==> src/rtl/vic_pkg.sv <==
package vic_pkg;
    localparam int PRIO_W = 3;
    typedef logic [PRIO_W-1:0] prio_t;
endpackage

==> src/rtl/vic_edge_det.sv <==
module vic_edge_det #(
    parameter int SYNC_STAGES = 2
) (
    input  logic clk,
    input  logic rst_n,
    input  logic pin,
    input  logic rise_sel,
    output logic pulse
);
    typedef struct packed {
        logic [SYNC_STAGES-1:0] sync;
        logic                   prev;
    } edge_st_t;

    edge_st_t st_d, st_q;

    always_comb begin
        st_d      = st_q;
        st_d.sync = {st_q.sync[SYNC_STAGES-2:0], pin};
        st_d.prev = st_q.sync[SYNC_STAGES-1];
    end

    always_ff @(posedge clk or negedge rst_n) begin
        if (!rst_n) st_q <= '0;
        else        st_q <= st_d;
    end

    // a change of rise_sel alone creates no pulse: only the pin history matters
    assign pulse = rise_sel ? ( st_q.sync[SYNC_STAGES-1] & ~st_q.prev)
                            : (~st_q.sync[SYNC_STAGES-1] &  st_q.prev);
endmodule

==> src/rtl/vic_arbiter.sv <==
module vic_arbiter
    import vic_pkg::*;
#(
    parameter int N  = 16,
    parameter int IW = $clog2(N)
) (
    input  logic [N-1:0]        pend,
    input  logic [N-1:0]        en,
    input  logic [N*PRIO_W-1:0] prio_flat,
    output logic                found,
    output logic [IW-1:0]       win_idx,
    output prio_t               win_prio
);
    prio_t cand;

    // ascending scan with strict compare: the first index at the top priority stays
    always_comb begin
        found    = 1'b0;
        win_idx  = '0;
        win_prio = '0;
        cand     = '0;
        for (int i = 0; i < N; i++) begin
            cand = prio_flat[i*PRIO_W +: PRIO_W];
            if (pend[i] && en[i] && (cand > win_prio)) begin
                found    = 1'b1;
                win_idx  = IW'(i);
                win_prio = cand;
            end
        end
    end
endmodule

==> src/rtl/vic_ctrl.sv <==
module vic_ctrl
    import vic_pkg::*;
#(
    parameter int              N        = 16,
    parameter int              EXT_N    = 3,
    parameter int              AW       = 16,
    parameter logic [AW-1:0]   DEF_BASE = 16'h0004,
    parameter logic [AW-1:0]   ALT_BASE = 16'h0104,
    parameter int              IW       = $clog2(N)
) (
    input  logic                clk,
    input  logic                rst_n,
    input  logic [N-1:0]        src_req,
    input  logic [N-1:0]        src_clr,
    input  logic [N-1:0]        src_en,
    input  logic [N*PRIO_W-1:0] src_prio,
    input  logic [EXT_N-1:0]    ext_pin,
    input  logic [EXT_N-1:0]    ext_rise,
    input  logic                alt_tbl,
    input  logic                lvl_we,
    input  logic [PRIO_W-1:0]   lvl_wdata,
    input  logic                sleeping,
    output logic                take_o,
    output logic [IW-1:0]       irq_idx_o,
    output logic [PRIO_W-1:0]   irq_prio_o,
    output logic [AW-1:0]       irq_vec_o,
    output logic                wake_o,
    output logic [PRIO_W-1:0]   cur_lvl_o,
    output logic [N-1:0]        flags_o
);
    typedef struct packed {
        logic [N-1:0]  flags;
        prio_t         lvl;
        logic          take;
        logic [IW-1:0] idx;
        prio_t         prio;
        logic [AW-1:0] vec;
        logic          wake;
    } ctrl_st_t;

    ctrl_st_t st_d, st_q;

    logic [N-1:0]  ext_set;
    logic          found;
    logic [IW-1:0] win_idx;
    prio_t         win_prio;
    logic [AW-1:0] tbl_base;

    for (genvar g = 0; g < N; g++) begin : g_ext
        if (g < EXT_N) begin : g_pin
            vic_edge_det #(.SYNC_STAGES(2)) u_edge (
                .clk      (clk),
                .rst_n    (rst_n),
                .pin      (ext_pin[g]),
                .rise_sel (ext_rise[g]),
                .pulse    (ext_set[g])
            );
        end else begin : g_none
            assign ext_set[g] = 1'b0;
        end
    end

    vic_arbiter #(.N(N), .IW(IW)) u_arb (
        .pend      (st_q.flags),
        .en        (src_en),
        .prio_flat (src_prio),
        .found     (found),
        .win_idx   (win_idx),
        .win_prio  (win_prio)
    );

    assign tbl_base = alt_tbl ? ALT_BASE : DEF_BASE;

    always_comb begin
        st_d       = st_q;
        st_d.take  = 1'b0;
        st_d.wake  = 1'b0;
        // a new request beats a clear in the same cycle
        st_d.flags = (st_q.flags & ~src_clr) | src_req | ext_set;
        if (lvl_we) st_d.lvl = lvl_wdata;
        if (found && (win_prio > st_q.lvl)) begin
            st_d.take = 1'b1;
            st_d.idx  = win_idx;
            st_d.prio = win_prio;
            st_d.vec  = tbl_base + (AW'(win_idx) << 1);
            st_d.lvl  = win_prio;
            st_d.wake = sleeping;
        end
    end

    always_ff @(posedge clk or negedge rst_n) begin
        if (!rst_n) st_q <= '0;
        else        st_q <= st_d;
    end

    assign take_o     = st_q.take;
    assign irq_idx_o  = st_q.idx;
    assign irq_prio_o = st_q.prio;
    assign irq_vec_o  = st_q.vec;
    assign wake_o     = st_q.wake;
    assign cur_lvl_o  = st_q.lvl;
    assign flags_o    = st_q.flags;
endmodule

==> config.mk <==
export PLATFORM = sky130hd
export DESIGN_NAME = vic_ctrl
export DESIGN_NICKNAME = d
export VERILOG_FILES = /design/src/rtl/vic_pkg.sv /design/src/rtl/vic_edge_det.sv /design/src/rtl/vic_arbiter.sv /design/src/rtl/vic_ctrl.sv
export SDC_FILE = /design/constraint.sdc
export NUM_CORES = 1
export LEC_CHECK = 0
export BUFFER_PORTS_ARGS = -buffer_cell sky130_fd_sc_hd__clkbuf_2
export CORE_ASPECT_RATIO = 2
export CORE_MARGIN = 4
export CORE_UTILIZATION = 50
export DETAILED_ROUTE_END_ITERATION = 6
export GPL_TIMING_DRIVEN = 0
export HOLD_SLACK_MARGIN = 0.03
export PLACE_DENSITY_LB_ADDON = 0.15
export SLEW_MARGIN = 20
export SYNTH_ARGS = -nofsm -noshare
export SYNTH_HDL_FRONTEND = slang
export SYNTH_HIERARCHICAL = 1
export SYNTH_SLANG_ARGS = --single-unit
==> constraint.sdc <==
create_clock -name clk -period 23.4 [get_ports clk]
set_input_delay 4.68 -clock clk [delete_from_list [all_inputs] [get_ports clk]]
set_output_delay 4.68 -clock clk [all_outputs]
set_load 0.02 [all_outputs]
==> impl_metrics.tcl, run 1 <==
set metrics [dict create \
    gp_congestion 0.936 \
    seqPwrFrac_pct 16.3 \
    skew_ns 0.00384 \
    maxSlewViolCount 0 \
    post-dp-hpwl_um 9310 \
    worst_slack_ns -0.766 \
    ctsHtreeMaxLevel 2 \
    status "finished, violations left" \
    p_sw_uw 262 \
    slew-limit-headroom_pct 32.6 \
    ir_drop_mv 0.0713 \
    post_drt_via_cell_ratio 5.97 \
    cp.buffers_inverters 11 \
    synth_edf_count 0 \
    power.density_nw_per_um2 102 \
    layout_min_cycle_time_ns 24.17 \
    critical_path_class "in2reg" \
    setup_viol 17 \
    rows 45 \
    grt_pass1_vias 4849 \
    post-place-ws_ns -2.64 \
    postSynthCellCount 481 \
    worst_slew_pin_slew_ns 1.01 \
    leakagePower_nw 3.15 \
    grt_max_degree 43 \
    yosysSeqAreaShare_pct 26.4 \
    synthFlopType "dfrtp_1" \
    drc 0 \
    clock_sinks 42 \
    ant_nets 0 \
    grt_usage_pct 26.5 \
    clkPwrFrac_pct 11.5 \
    gr-total-overflow 0 \
    critPathArrivalTime_ns 24.34 \
    postSynth.asyncResetShare_pct 100 \
    pin_count 154 \
    period_share_pct 103 \
    cp_max_fo 5 \
    synth.ff_latch_count 42 \
    drive_gt1_share_pct 51.7 \
    routed_wl_um 15100 \
    hp-class "reg2reg" \
    die-area_um2 9550 \
    final_hold_viol_count 0 \
    clk_pin_slew_ns 0.07 \
    antenna_found_initial 0 \
    io_buffer_count 143 \
    clockRootBuffer "clkbuf_16" \
    cts_tree "built" \
    vias 4886 \
    die_h_um 134 \
    clkLatencyLatePin_ns 0.29 \
    antennaDiodeCount 0 \
    violations "negative setup slack" \
    area_growth_pct 58.1 \
    critPathTopFamily "compound AO/OA/AOI/OAI gates" \
    cp.required_ns 23.57 \
    p_total_uw 641 \
    ys_warn_count 6 \
    numCtsBuffers 5 \
    core_area_um2 7660 \
    drv_cap 0 \
    cts_max_path_buffers 2 \
    end_kind "flop" \
    cpPeakStageDelay_ns 0.54 \
    start_kind "input port" \
    die-width_um 71.1 \
    crit_slowest_cell "or4_4" \
    sw_frac_of_total_pct 40.9 \
    r2r_setup_slack_ns 3.20 \
    rsz0062_at_grt "yes" \
    netlist-cell-type-count 81 \
    fin_nets 857 \
    hold_buffers 0 \
    avgSynthCellArea_um2 8.29 \
    comb_power_share_pct 72.2 \
    syn_area_um2 3990 \
    fin_tns_setup_ns -12.11 \
    whs_ns 0.358 \
    dr.pass1.iters 5 \
    internal_power_uw 379 \
    wl_per_cell_um 18.5 \
    floorplan.initialDensity_pct 52.1 \
    dpl_cell_area_um2 4910 \
    fmax_mhz 41.4 \
    finalInstanceArea_um2 6310 \
    first_iter_violations 234 \
    grt_pass1_wl_um 20700 \
]
metrics by stage:
stage	util (%)	instances
6_report	82.4	818
5_1_grt	82.4	818
4_1_cts	77.0	798
3_5_place_dp	64.1	727
3_3_place_gp	64.1	727
2_1_floorplan	-	490
worst reg2reg max path, delay by kind of cell (launching register included):
kind	cells	cell delay (ns)
adder cells (fa/ha/maj)	16	4.08
AND/OR/NAND/NOR	38	5.51
buffers and inverters	10	0.88
AO/OA/AOI/OAI	38	6.37
flip-flops	1	0.46
multiplexers	9	2.80
registers in the layout, summed over array words and instances (netlist names):
signal and count:
irq_vec_o 5, g_ext.g_pin.u_edge/st_d 6, flags_o 16, irq_idx_o 4, irq_prio_o 3, wake_o 1
cur_lvl_o 3, g_ext.g_pin.u_edge/st_q 3, take_o 1
final timing paths:
check	from	to	cells after the start
hold / removal	g_ext[2].g_pin.u_edge/st_d[2]$_DFF_PN0_	g_ext[2].g_pin.u_edge/st_d[0]$_DFF_PN0_	0
setup reg to reg	flags_o[0]$_DFF_PN0_	irq_idx_o[3]$_DFFE_PN0P_	111
setup / recovery	src_en[0]	irq_idx_o[3]$_DFFE_PN0P_	112
min in group asynchronous	rst_n	flags_o[14]$_DFF_PN0_	1
hold reg to reg	g_ext[2].g_pin.u_edge/st_d[2]$_DFF_PN0_	g_ext[2].g_pin.u_edge/st_d[0]$_DFF_PN0_	0
max in group asynchronous	rst_n	flags_o[7]$_DFF_PN0_	1
per-layer routing:
| layer | track usage [%] | vias up | part of all wire [%] |
|---|---|---|---|
| li1 | - | 2256 | - |
| met4 | 11.8 | 0 | 4.7 |
| met3 | 3.30 | 70 | 5.1 |
| met2 | 54.7 | 240 | 57 |
| met1 | 24.1 | 2320 | 33 |
| met5 | 0 | - | 0 |
cell usage after synthesis (all sizes together) (3+ instances only):
master / instances / area (um2)
nand2: 43 / 161
a21o: 19 / 143
mux2i: 6 / 60.1
o22ai: 3 / 25.0
nand2b: 8 / 50.1
or2: 5 / 31.3
nor2: 37 / 149
and2: 8 / 50.1
nand3: 27 / 145
o21ai: 29 / 168
nand3b: 4 / 30.0
or3: 3 / 18.8
inv: 47 / 176
o311ai: 3 / 26.3
a21oi: 28 / 144
nand4: 5 / 31.3
buf: 13 / 105
o31ai: 3 / 27.5
ha: 24 / 300
nor2b: 3 / 18.8
o21a: 6 / 52.6
o211ai: 8 / 70.1
a31oi: 12 / 81.3
mux2: 18 / 225
a211oi: 4 / 35.0
and3: 10 / 67.6
o211a: 3 / 30.0
nor3: 9 / 45.0
dfrtp: 42 / 1050
o2111ai: 4 / 35.0
placed cells by master, fill, tap and decap left out, types with 11 or more instances in the layout:
cell,count
clkbuf_2,140
ha_4,13
buf_6,13
inv_1,43
o21ai_0,12
a21oi_1,16
mux2_4,18
buf_4,81
nor2_1,20
a21o_1,19
nand2_1,39
a21oi_2,11
nor2_4,11
dfrtp_1,42
nand3_1,22
repair_timing:
action / CTS / global route
endpoints found under the setup margin: 17 / 17
pin swaps: 62 / 53
buffers inserted: 63 / 21
resized for setup: 71 / 60
layout make-up:
type,count,area [um2]
Buffer,13,109
Inverter,47,179
Multi-Input combinational cell,388,3280
Sequential cell,42,1050
Clock inverter,3,25.0
Tap cell,94,118
Clock buffer,5,125
Timing Repair Buffer,226,1420
Fill cell,497,1350
cell families after synthesis:
kind of cell	after synthesis	synth area share [%]
AO/OA/AOI/OAI	155	29.0
multiplexers	24	7.15
buffers and inverters	60	7.06
flip-flops	42	26.4
AND/OR/NAND/NOR	173	22.3
other	1	0.0940
XOR/XNOR	1	0.220
adder cells (fa/ha/maj)	25	7.78
power by group through the flow:
stage                     clock (mW)  combinational [mW]  sequential (mW)
after floorplan                    0               0.180            0.121
after global placement             0               0.256            0.103
after detailed placement           0               0.265            0.103
after CTS                     0.0731               0.371            0.102
after global routing          0.0762               0.488            0.106
final                         0.0736               0.463            0.104
(Power assumes the default switching activity.)
==> inputs of run 2 (changes only) <==
SETUP_SLACK_MARGIN = 0.05   (was not set)
==> impl_metrics.tcl, run 2 (synthesized netlist as in run 1, its figures left out) <==
set metrics [dict create \
    clk_pin_slew_ns 0.07 \
    grt_max_degree 43 \
    antenna_found_initial 0 \
    fin_tns_setup_ns -11.40 \
    cpPeakStageDelay_ns 0.58 \
    clock_sinks 42 \
    r2r_setup_slack_ns 3.20 \
    critPathArrivalTime_ns 24.31 \
    crit_slowest_cell "or4_4" \
    status "finished, violations left" \
    cp_max_fo 7 \
    worstHoldEndpoint "g_ext[2].g_pin.u_edge/st_d[0]$_DFF_PN0_" \
    instances_no_fill 791 \
    layout_min_cycle_time_ns 24.14 \
    floorplan.initialDensity_pct 52.1 \
    fmax_mhz 41.4 \
    power.density_nw_per_um2 96.9 \
    r2r_end "irq_vec_o[8]$_DFFE_PN0P_" \
    drc 0 \
    numCtsBuffers 5 \
    grt_usage_pct 23.4 \
    setup_viol 17 \
    final_hold_viol_count 0 \
    rows 45 \
    die-area_um2 9550 \
    violations "negative setup slack" \
    layout_common_cells "clkbuf_2 (139), buf_4 (58), dfrtp_1 (42)" \
    reg2reg_from "flags_o[0]$_DFF_PN0_" \
    hold_buffers 0 \
    routed_wl_um 13500 \
    wl_per_cell_um 17.0 \
    rsz0062_at_grt "yes" \
    holdCritStartpoint "g_ext[2].g_pin.u_edge/st_d[2]$_DFF_PN0_" \
    utilization_pct 79.5 \
    area_growth_pct 52.7 \
    vias 4651 \
    p_total_uw 590 \
    io_buffer_count 143 \
    ctsHtreeMaxLevel 2 \
    start_kind "input port" \
    slew-limit-headroom_pct 56.6 \
    skew_ns 0.00369 \
    leakagePower_nw 3.00 \
    gp_congestion 0.862 \
    die-width_um 71.1 \
    hold_depth 0 \
    drive_gt1_share_pct 49.1 \
    reg2regPathDepth 107 \
    clockRootBuffer "clkbuf_16" \
    hp-class "reg2reg" \
    dpl_cell_area_um2 4910 \
    pin_count 154 \
    gr-total-overflow 0 \
    post-dp-hpwl_um 9320 \
    dp.cells 727 \
    core_area_um2 7660 \
    worst_slack_ns -0.736 \
    post_drt_via_cell_ratio 5.88 \
    grt_pass1_vias 4395 \
    final_common_cell "clkbuf_2" \
    finalInstanceArea_um2 6090 \
    die_h_um 134 \
    first_iter_violations 148 \
    ant_nets 0 \
    largest_reg_flops 16 \
    end_kind "flop" \
    ir_drop_mv 0.0560 \
    clkLatencyLatePin_ns 0.29 \
    cts_tree "built" \
    critical_path_class "in2reg" \
    grt_pass1_wl_um 18500 \
    worst_slew_pin_slew_ns 0.651 \
    antennaDiodeCount 0 \
    fin_nets 830 \
    dr.pass1.iters 7 \
    drv_cap 0 \
    period_share_pct 103 \
    cts_max_path_buffers 2 \
    maxSlewViolCount 0 \
    cp.required_ns 23.57 \
]
run 2: power breakdown:
| group | internal [mW] | switching [mW] |
|---|---|---|
| Combinational | 0.219 | 0.195 |
| Clock | 0.0402 | 0.0328 |
| Sequential | 0.0911 | 0.0122 |
run 2: worst max-delay path by stage:
stage	startpoint	endpoint	cells after the start
after floorplan	src_prio[2]	irq_prio_o[0]$_DFFE_PN0P_	110
after global placement	src_en[0]	irq_vec_o[8]$_DFFE_PN0P_	110
after detailed placement	src_en[0]	irq_vec_o[5]$_DFFE_PN0P_	109
after CTS	src_en[0]	irq_idx_o[3]$_DFFE_PN0P_	110
after global routing	src_en[0]	irq_vec_o[8]$_DFFE_PN0P_	108
final	src_en[0]	irq_vec_o[8]$_DFFE_PN0P_	108
run 2: metrics by stage:
step	setup WS [ns]	hold WS, ns
CTS	-0.615	0.352
global placement	-1.99	0.332
finish	-0.736	0.350
global route	-1.55	0.359
detailed placement	-2.49	0.337
floorplan	0.0511	0.331
run 2: critical path: cells and delay by family:
kind	cells	cell delay (ns)
AOI/OAI and AO/OA	34	6.33
and+or+nand+nor	39	5.33
adders and majority gates	17	4.39
muxes	9	2.86
buffers and inverters	9	0.72
run 2: repair_timing:
action / CTS / global route
gates resized for setup: 32 / 96
endpoints found under the setup margin: 17 / 17
pin swaps: 16 / 79
buffers inserted: 20 / 36
run 2: final cells by class:
type	instances	area, um2
Buffer	13	109
Clock buffer	5	125
Clock inverter	3	25.0
Fill cell	537	1570
Inverter	47	179
Multi-Input combinational cell	388	3280
Sequential cell	42	1050
Tap cell	94	118
Timing Repair Buffer	199	1200
run 2: layer usage:
metal / track usage [%] / wire, um / vias to the layer above
met5: 0 / 0 / -
met2: 48.6 / 7960 / 193
met3: 3.60 / 706 / 48
met1: 21.0 / 4370 / 2213
met4: 9.73 / 454 / 0
li1: - / - / 2197
==> inputs of run 3 (changes only) <==
ABC_AREA = 1   (was not set)
CORE_UTILIZATION = 49   (was 50)
SYNTH_HIERARCHICAL = not set   (was 1)
==> impl_metrics.tcl, run 3 <==
set metrics [dict create \
    antennaDiodeCount 0 \
    internal_power_uw 239 \
    ir_drop_mv 0.105 \
    numCtsBuffers 5 \
    post-dp-hpwl_um 8070 \
    rsz0062_at_grt "no" \
    drv_cap 0 \
    dr.pass1.iters 4 \
    postSynthCellCount 526 \
    period_share_pct 92.2 \
    critPathTopFamily "simple AND/OR/NAND/NOR gates" \
    grt_max_degree 43 \
    ys_top_cells_by_count "nand2_1 (134), inv_1 (89), nand3_1 (46)" \
    gp_congestion 0.858 \
    critical_path_class "in2reg" \
    fin_tns_setup_ns 0 \
    start_kind "input port" \
    clk_pin_slew_ns 0.07 \
    utilization_pct 64.8 \
    synth_top_area_share_pct 28.3 \
    final_common_cell "clkbuf_2" \
    clkPwrFrac_pct 16.2 \
    routed_wl_um 9590 \
    post-place-ws_ns 0.968 \
    synth_edf_count 0 \
    worst_slack_ns 1.82 \
    crit_slowest_cell "or2_2" \
    area_growth_pct 27.9 \
    slew-limit-headroom_pct 62.4 \
    yosysSeqAreaShare_pct 28.3 \
    yosysMostFrequentCell "nand2_1" \
    gr-total-overflow 0 \
    layout_common_cells "clkbuf_2 (142), nand2_1 (134), inv_1 (88)" \
    synth.ff_latch_count 42 \
    avgSynthCellArea_um2 7.05 \
    clock_sinks 42 \
    die_h_um 131 \
    status "finished clean" \
    instances_no_fill 780 \
    skew_ns 0.00782 \
    io_buffer_count 143 \
    power.density_nw_per_um2 97.2 \
    core_area_um2 7320 \
    syn_area_um2 3710 \
    synth_top_cells_by_area "dfrtp_1 (28%), nand2_1 (14%), inv_1 (9.0%)" \
    final_hold_viol_count 0 \
    grt_pass1_vias 3805 \
    post_drt_via_cell_ratio 4.94 \
    hp-class "reg2reg" \
    postSynth.asyncResetShare_pct 100 \
    critPathArrivalTime_ns 21.74 \
    grt_usage_pct 20.6 \
    cpMostUsedCell "nand2_1" \
    ctsHtreeMaxLevel 2 \
    rows 44 \
    vias 3852 \
    cpPeakStageDelay_ns 0.31 \
    first_iter_violations 100 \
    fmax_mhz 46.3 \
    floorplan.initialDensity_pct 50.6 \
    sw_frac_of_total_pct 48.1 \
    maxSlewViolCount 0 \
    drc 0 \
    pin_count 154 \
    largest_reg_flops 16 \
    cp_max_fo 9 \
    end_kind "flop" \
    layout_min_cycle_time_ns 21.58 \
    seqPwrFrac_pct 22.2 \
    wl_per_cell_um 12.3 \
    die-width_um 69.5 \
    p_sw_uw 222 \
    worst_slew_pin_slew_ns 0.564 \
    clockRootBuffer "clkbuf_16" \
    ant_nets 0 \
    cts_tree "built" \
    cts_max_path_buffers 2 \
    synthFlopType "dfrtp_1" \
    comb_power_share_pct 61.6 \
    ys_warn_count 0 \
    netlist-cell-type-count 38 \
    hold_buffers 0 \
    die-area_um2 9110 \
    clkLatencyLatePin_ns 0.29 \
    cp.required_ns 23.57 \
    fin_nets 820 \
    dp.cells 770 \
    grt_pass1_wl_um 15300 \
    setup_viol 0 \
    drive_gt1_share_pct 35.8 \
    leakagePower_nw 2.94 \
    antenna_found_initial 0 \
    cp.buffers_inverters 8 \
    synth_top_cell_by_area "dfrtp_1" \
]
## run 3: cell types whose count changed in the layout (fill, tap and decap cells not counted), moves of 15 or more
cell	before	now
nand2_2	3	27
nand3_2	3	19
nand3_1	23	46
ha_1	8	23
a21o_1	19	0
mux2_4	18	0
ha_4	15	0
inv_1	41	88
buf_4	58	15
nand2_1	39	134
## run 3: power by group through the flow
stage	registers (mW)	logic (mW)	clock network [mW]
6_report	0.102	0.284	0.0748
5_1_grt	0.105	0.321	0.0802
4_1_cts	0.102	0.284	0.0777
3_5_place_dp	0.104	0.282	0
3_3_place_gp	0.103	0.273	0
2_1_floorplan	0.122	0.193	0
## run 3: final cells by class
cell class	instances	area, um2
Buffer	13	101
Timing Repair Buffer	145	733
Sequential cell	42	1050
Multi-Input combinational cell	381	2220
Tap cell	92	115
Inverter	99	373
Fill cell	696	2580
Clock buffer	5	125
Clock inverter	3	26.3
## run 3: routing by layer
metal	up-vias	GRT usage (%)	share of wire [%]	wire length [um]
met5	-	0	0	0
met4	0	8.63	2.7	259
met3	22	3.68	5.4	517
met2	115	43.3	58	5550
met1	1725	18.6	34	3260
li1	1990	-	-	-
## run 3: cells by family (layout without fill, tap and decap cells)
family / after synthesis / count (layout) / share of synthesized area (%)
AO/OA/AOI/OAI: 72 / 72 / 13.0
XOR/XNOR: 1 / 1 / 0.236
AND/OR/NAND/NOR: 275 / 275 / 37.8
flip-flops: 42 / 42 / 28.3
other: 1 / 10 / 0.101
buffers and inverters: 112 / 265 / 12.8
adder cells (fa/ha/maj): 23 / 23 / 7.76
## run 3: per-stage QoR
stage / total power, mW / hold WS [ns] / area, um2
5_1_grt: 0.506 / 0.361 / 4740
3_5_place_dp: 0.386 / 0.336 / 4570
4_1_cts: 0.464 / 0.351 / 4720
6_report: 0.461 / 0.350 / 4740
2_1_floorplan: 0.315 / 0.331 / 3740
3_3_place_gp: 0.376 / 0.334 / 4570
## run 3: path summary, 6_finish.rpt
path                                                          from  slack (ns)  cells after the start                                 endpoint
setup / recovery                                         src_en[0]        1.82                    121                 cur_lvl_o[1]$_DFFE_PN0P_
hold / removal             g_ext[2].g_pin.u_edge.st_d[2]$_DFF_PN0_        0.35                      0  g_ext[2].g_pin.u_edge.st_d[0]$_DFF_PN0_
setup reg to reg                              flags_o[0]$_DFF_PN0_        5.91                    120                 cur_lvl_o[1]$_DFFE_PN0P_
hold reg to reg            g_ext[2].g_pin.u_edge.st_d[2]$_DFF_PN0_        0.35                      0  g_ext[2].g_pin.u_edge.st_d[0]$_DFF_PN0_
max in group asynchronous                                    rst_n       18.63                      1  g_ext[0].g_pin.u_edge.st_d[0]$_DFF_PN0_
min in group asynchronous                                    rst_n        4.37                      1                    flags_o[12]$_DFF_PN0_
## run 3: timing repair
| item | 4_1_cts | 5_1_grt |
|---|---|---|
| setup endpoints to repair | 0 | 17 |
| buffers inserted | 0 | 2 |
| gates resized for setup | 0 | 8 |
